==> src/rtl/addsub_pkg.sv <==
package addsub_pkg;

  // Strobes the control hands to the datapath.
  typedef struct packed {
    logic invertOperand;  // complement operand B before the chain
    logic carrySeed;      // carry into the lowest cell
  } addsub_strobe_t;

  typedef enum logic {
    OP_ADD = 1'b0,
    OP_SUB = 1'b1
  } addsub_op_e;

endpackage

==> src/rtl/addsub_ctrl.sv <==
module addsub_ctrl
  import addsub_pkg::*;
(
  input  logic           opSub,
  output addsub_strobe_t strobes
);

  addsub_op_e opKind;

  always_comb begin
    opKind = addsub_op_e'(opSub);
    strobes = '0;
    case (opKind)
      OP_ADD: begin
        strobes.invertOperand = 1'b0;
        strobes.carrySeed     = 1'b0;
      end
      OP_SUB: begin
        strobes.invertOperand = 1'b1;
        strobes.carrySeed     = 1'b1;
      end
      default: strobes = '0;
    endcase
  end

  // Subtract needs both the complement and the +1; add needs neither.
  always_comb begin
    p_strobe_pair_r2: assert (strobes.invertOperand == strobes.carrySeed)
      else $error("strobes disagree");
  end

endmodule

==> src/rtl/addsub_fa.sv <==
module addsub_fa (
  input  logic bitX,
  input  logic bitY,
  input  logic carryIn,
  output logic sumBit,
  output logic carryNext
);

  logic halfSum;

  always_comb begin
    halfSum   = bitX ^ bitY;
    sumBit    = halfSum ^ carryIn;
    carryNext = (bitX & bitY) | (bitX & carryIn) | (bitY & carryIn);
  end

  // Cell arithmetic: two-bit output counts the ones among the inputs.
  always_comb begin
    p_cell_count_r1: assert ({carryNext, sumBit} ==
                             (2'(bitX) + 2'(bitY) + 2'(carryIn)))
      else $error("full adder cell miscounts");
  end

endmodule

==> src/rtl/addsub_datapath.sv <==
module addsub_datapath
  import addsub_pkg::*;
#(
  parameter int WIDTH = 8
) (
  input  logic [WIDTH-1:0] opA,
  input  logic [WIDTH-1:0] opB,
  input  addsub_strobe_t   strobes,
  output logic [WIDTH-1:0] result,
  output logic             carryOut,
  output logic             overflow,
  output logic             overflowSign
);

  localparam int MSB = WIDTH - 1;

  logic [WIDTH-1:0] operandY;
  logic [WIDTH:0]   carryChain;
  logic [WIDTH-1:0] sumBits;

  always_comb begin
    operandY      = opB ^ {WIDTH{strobes.invertOperand}};
    carryChain[0] = strobes.carrySeed;
  end

  for (genvar i = 0; i < WIDTH; i++) begin : g_cell
    addsub_fa u_fa (
      .bitX     (opA[i]),
      .bitY     (operandY[i]),
      .carryIn  (carryChain[i]),
      .sumBit   (sumBits[i]),
      .carryNext(carryChain[i+1])
    );
  end

  always_comb begin
    result   = sumBits;
    carryOut = carryChain[WIDTH];
    // Carry-based: carry into the top cell differs from carry out of it.
    overflow = carryChain[MSB] ^ carryChain[WIDTH];
    // Sign-based: chain operands agree in sign, result sign departs from it.
    overflowSign = (opA[MSB] == operandY[MSB]) && (sumBits[MSB] != opA[MSB]);
  end

  // The two overflow derivations must match on every input.
  always_comb begin
    p_flags_agree_r6: assert (overflow == overflowSign)
      else $error("overflow derivations disagree");
  end

endmodule

==> src/rtl/addsub_unit.sv <==
module addsub_unit
  import addsub_pkg::*;
#(
  parameter int WIDTH = 8
) (
  input  logic [WIDTH-1:0] opA,
  input  logic [WIDTH-1:0] opB,
  input  logic             opSub,
  output logic [WIDTH-1:0] result,
  output logic             carryOut,
  output logic             overflow,
  output logic             overflowSign
);

  addsub_strobe_t strobes;

  addsub_ctrl u_ctrl (
    .opSub  (opSub),
    .strobes(strobes)
  );

  addsub_datapath #(.WIDTH(WIDTH)) u_dp (
    .opA         (opA),
    .opB         (opB),
    .strobes     (strobes),
    .result      (result),
    .carryOut    (carryOut),
    .overflow    (overflow),
    .overflowSign(overflowSign)
  );

  always_comb begin
    if (!opSub) begin
      p_add_value_r1: assert (result == WIDTH'(opA + opB))
        else $error("sum wrong");
      p_add_carry_r3: assert (carryOut == (({1'b0, opA} + {1'b0, opB}) >> WIDTH))
        else $error("add carry wrong");
    end else begin
      p_sub_value_r2: assert (result == WIDTH'(opA - opB))
        else $error("difference wrong");
      p_sub_carry_r4: assert (carryOut == (opA >= opB))
        else $error("subtract carry is not no-borrow");
    end
  end

endmodule

==> config.mk <==
export PLATFORM = sky130hd
export DESIGN_NAME = addsub_unit
export DESIGN_NICKNAME = d
export VERILOG_FILES = /design/src/rtl/addsub_pkg.sv /design/src/rtl/addsub_ctrl.sv /design/src/rtl/addsub_fa.sv /design/src/rtl/addsub_datapath.sv /design/src/rtl/addsub_unit.sv
export SDC_FILE = /design/constraint.sdc
export NUM_CORES = 1
export LEC_CHECK = 0
export CORE_AREA = 2 2 39 41
export DETAILED_ROUTE_END_ITERATION = 8
export DIE_AREA = 0 0 41 43
export DONT_BUFFER_PORTS = 1
export MAX_ROUTING_LAYER = met4
export PLACE_DENSITY = 0.52
export RECOVER_POWER = 50
export SLEW_MARGIN = 5
export SYNTH_ARGS = -nofsm -noshare
export SYNTH_HDL_FRONTEND = slang
export SYNTH_SLANG_ARGS = --single-unit
==> constraint.sdc <==
create_clock -name vclk -period 4.54
set_clock_uncertainty 0.2 [all_clocks]
set_input_delay 0.227 -clock vclk [all_inputs]
set_output_delay 0.227 -clock vclk [all_outputs]
set_load 0.05 [all_outputs]
# Yosys cells after proc, flatten, opt, wreduce, memory -nomap -nowiden
# Index checks and enable logic that the tools add are counted.
[op_classes]
muxes = 1
n_reduce_logical = 1
n_eq_ne = 2
n_bitwise = 59
[ops]
columns = ["op", "n"]
rows = [
  ["$and 1x1->1", 24],
  ["$xor 1x1->1", 17],
  ["$or 1x1->1", 16],
  ["$xor 8x8->8", 1],
  ["$pmux 2 s2", 1],
  ["$eq 1x1->1", 1],
  ["$logic_and 1x1->1", 1],
  ["$ne 1x1->1", 1],
  ["$not 1->1", 1],
]
[totals]
regBits = 0
in_bits = 17
out_inout_bits = 11
word_cells = 63

# Longest topological paths before layout
[logic_depth]
ltp_word = 28
ltp_mapped = 13
mapped_depth_nobuf = 12

# By module
# From an unflattened synthesis, not the netlist that was laid out.
[hier_totals]
hier_cells = 23
area_unflattened_um2 = 295.3
[by_module_without_submodules]
columns = ["mod", "area_each_um2", "cells_each", "seq_area_each_um2", "n_inst"]
rows = [
  ["addsub_fa", 20.0, 1, 0.0, 8],
  ["addsub_datapath", 120.1, 13, 0.0, 1],
  ["addsub_ctrl", 15.0, 2, 0.0, 1],
]

# Least setup slack after synthesis
# Ideal clock, no wire load.
[synth_timing]
kind = "input to output"
startpoint = "input opSub"
endpoint = "output overflowSign"
n_path_buf = 1
arrival_time_ns = 3.757
slack_ns = 0.356
stages = 13
cell_sequence = "buf_6 xor2_1 fa_1 fa_1 inv_1 fa_1 fa_1 fa_1 fa_1 inv_1 fa_1 xnor2_1 nor2_1"
[synth_via]
elab_chain_cells = 27
elab_cells_between_ends = 43
cone_classes = "eq/ne (2); mux (1); bitwise (39); reduce/logical (1)"
[synth_rtl]
columns = ["item", "line_no", "source"]
rows = [
  ["start: declaration", "addsub_unit.sv:8", "input logic opSub,"],
  ["$not 1->1", "addsub_ctrl.sv:13", "case (opKind)"],
  ["$pmux 2 s2 (*)", "addsub_ctrl.sv:13", ""],
  ["$xor 8x8->8", "addsub_datapath.sv:22", "operandY = opB ^ {WIDTH{strobes.invertOperand}};"],
  ["$and 1x1->1", "addsub_fa.sv:14", "carryNext = (bitX & bitY) | (bitX & carryIn) | (bitY & carryIn);"],
  ["$or 1x1->1 (2 in series)", "addsub_fa.sv:14", ""],
  ["$and 1x1->1", "addsub_fa.sv:14", ""],
  ["$or 1x1->1 (2 in series)", "addsub_fa.sv:14", ""],
  ["$and 1x1->1", "addsub_fa.sv:14", ""],
  ["[8 not listed]", "n/a", ""],
  ["$and 1x1->1", "addsub_fa.sv:14", ""],
  ["$or 1x1->1 (2 in series)", "addsub_fa.sv:14", ""],
  ["$and 1x1->1", "addsub_fa.sv:14", ""],
  ["$or 1x1->1 (2 in series)", "addsub_fa.sv:14", ""],
  ["$xor 1x1->1 (*)", "addsub_fa.sv:13", "sumBit = halfSum ^ carryIn;"],
  ["via u_dp.g_cell[7].u_fa.sumBit", "addsub_fa.sv:5", "output logic sumBit,"],
  ["$ne 1x1->1 (*)", "addsub_datapath.sv:42", "overflowSign = (opA[MSB] == operandY[MSB]) && (sumBits[MSB] != opA[MSB]);"],
  ["$logic_and 1x1->1 (*)", "addsub_datapath.sv:42", ""],
  ["end: declaration", "addsub_unit.sv:12", "output logic overflowSign"],
]
# Mark *: on every way through the listed nets, which the timed path passes. The rest lies on a longest branch.

# Final worst setup path
[layout_timing]
startpoint = "input opSub"
endpoint = "output overflowSign"
[layout_via]
elab_chain_cells = 27
elab_cells_between_ends = 43
cone_classes = "eq/ne (2); mux (1); bitwise (39); reduce/logical (1)"
[layout_rtl]
columns = ["item", "line_no"]
rows = [
  ["$not 1->1", "addsub_ctrl.sv:13"],
  ["$pmux 2 s2 (*)", "addsub_ctrl.sv:13"],
  ["$xor 8x8->8", "addsub_datapath.sv:22"],
  ["$and 1x1->1", "addsub_fa.sv:14"],
  ["$or 1x1->1 (2 in series)", "addsub_fa.sv:14"],
  ["$and 1x1->1", "addsub_fa.sv:14"],
  ["$or 1x1->1 (2 in series)", "addsub_fa.sv:14"],
  ["$and 1x1->1", "addsub_fa.sv:14"],
  ["[6 not listed]", "n/a"],
  ["$or 1x1->1 (2 in series)", "addsub_fa.sv:14"],
  ["$and 1x1->1", "addsub_fa.sv:14"],
  ["$or 1x1->1 (2 in series)", "addsub_fa.sv:14"],
  ["$and 1x1->1", "addsub_fa.sv:14"],
  ["$or 1x1->1 (2 in series)", "addsub_fa.sv:14"],
  ["$xor 1x1->1", "addsub_fa.sv:13"],
  ["$ne 1x1->1", "addsub_datapath.sv:42"],
  ["$logic_and 1x1->1 (*)", "addsub_datapath.sv:42"],
]
# Mark *: on every way between the ends. The rest lies on a longest branch, timed or not.

==> results.toml <==
[outcome]
status = "finished, final reports clean"

[finish]
area_growth_pct = -5.84
nClkBuffers = 0
n_sequential_cell = 0
final_common_cell = "inv_1"
n_fill_cell = 149
n_antenna_cell = 0
utilization = 0.248
final-seq-area_um2 = 0
fin_area_um2 = 343
final_cell_mix = "10 x inv_1, 7 x fa_1, 6 x xnor2_1"
nets = 61
multi_input_area_um2 = 255
drive_gt1_frac = 0.147

[worst_setup_path]
worstPathCellList = "xor2_1 > fa_1 > fa_1 > inv_1 > fa_1 > fa_1 > fa_1 > fa_1 > inv_1 > fa_1 > xnor2_1 > nor2_1 > buf_4"
crit_top_cell = "fa_1"
crit_path_max_fanout = 8
crit_end = "overflowSign"
critPathLaunchType = "primary input"
worst_ep_required_time_ns = 4.11
cp_slowest_cell = "fa_1"
cp_slowest_stage_delay_ns = 0.43
startpoint = "opSub"
end_kind = "output pin"
cp.depth = 13
crit_buf_inv = 3
worst_ep_arrival_time_ns = 3.38
critical-path-top-delay-family = "adder cells"
path_class = "primary input to output pin"

[floorplan]
die_area_um2 = 1760
start_util = 0.263
core.rowCount = 14
die_h_um = 43
die_w_um = 41
io-pin-count = 28
core_um2 = 1380

[placement]
postPlaceCellArea_um2 = 343
place_ws_ns = 0.702
gp_congestion = 0.561
hpwl_um = 474
portBuffers = 0

[global_route]
grt_usage = 0.0546
grt_pass1_wl_um = 710
grt_pass1_vias = 192
grt.overflow.total = 0
antenna_found_initial = 0
grt_max_degree = 9

[route]
drtAntennaViolNets = 0
routed_wl_um = 474
post_drt_wl_per_cell_um = 9.48
vias = 200
drt_iter0_markers = 2
drt_first_pass_iters = 4
via_per_inst = 4.00
drc = 0

[synthesis]
yosys.area.top_type = "fa_1"
syn_area_per_cell_um2 = 9.34
synth_area_leaders = "fa_1 38%, buf_4 16%, xnor2_1 14%"
synth_nets = 64
ys_warn_count = 0
synth_seq_area_share = 0
netlist_area_um2 = 364
synth_top_cell_area_share = 0.385
syn_inst = 39
yosysUniqueCellTypes = 9

[clocking]
postCtsResizedCells = 0
ctsHoldBuffers = 0
post_cts_buffers = 0

[sta]
finalWorstSetupSlack_ns = 0.737
fin_setup_tns_ns = 0
worst_slew_pin_slew_ns = 1.01
slew_headroom = 0.325
grt_setup_unrepaired = "no"
layout_min_cycle_time_ns = 3.80
max_freq_mhz = 263
period_share = 0.838
hold_viol = 0
setup_viol = 0
slew_viol_final = 0

[power]
ir_drop_uv = 127
total_power_mw = 0.153
p_per_area_nw_per_um2 = 445
p_leak_nw = 0.167

[run]
drv_cap = 0

[min_path]
hold_class = "primary input to output pin"
[how the worst min path moves through the flow]
stage | startpoint | endpoint | slack, ns | depth (start not counted)
after floorplan | opB[0] | result[0] | 0.47 | 2
after global placement | opB[0] | result[0] | 0.53 | 1
after detailed placement | opB[0] | result[0] | 0.53 | 1
after CTS | opB[0] | result[0] | 0.53 | 1
after global routing | opB[0] | result[0] | 0.53 | 1
final | opB[0] | result[0] | 0.53 | 1
[kinds of logic (layout without fill, tap and decap cells)]
kind of cell	Yosys count	count (layout)	synth area share
adders and majority gates	8	8	0.419
buffers and inverters	19	14	0.299
and+or+nand+nor	1	1	0.0103
muxes	1	1	0.0309
xor gates and xnor gates	10	10	0.241
[layer usage]
| layer | global-route usage | share of wire |
|---|---|---|
| met5 | - | 0 |
| met4 | 0 | 0 |
| met3 | 0 | 0.12 |
| met2 | 0.100 | 0.55 |
| met1 | 0.0680 | 0.32 |
[where the power goes]
part	total, mW	leakage [nW]	internal, mW	switching (mW)
Combinational	0.153	0.167	0.0356	0.117
Sequential	0	0	0	0
Clock	0	0	0	0
[cell type report]
class / instances / area share
tap: 16 / 0.0584
timing repair buffer: 4 / 0.0876
multi-input combinational: 20 / 0.745
inverter: 10 / 0.109
[per-stage QoR]
stage          cells  hold WS (ns)
2_1_floorplan     39         0.473
3_3_place_gp      50         0.531
3_5_place_dp      50         0.532
4_1_cts           50         0.532
5_1_grt           50         0.531
6_report          50         0.531
[cell usage after synthesis]
cell type and number:
inv_1 10, buf_4 8, xor2_1 4, mux2_2 1, nor2_1 1, xnor2_1 6, buf_6 1, fa_1 7
ha_1 1
Power figures use the tool's default switching activity.
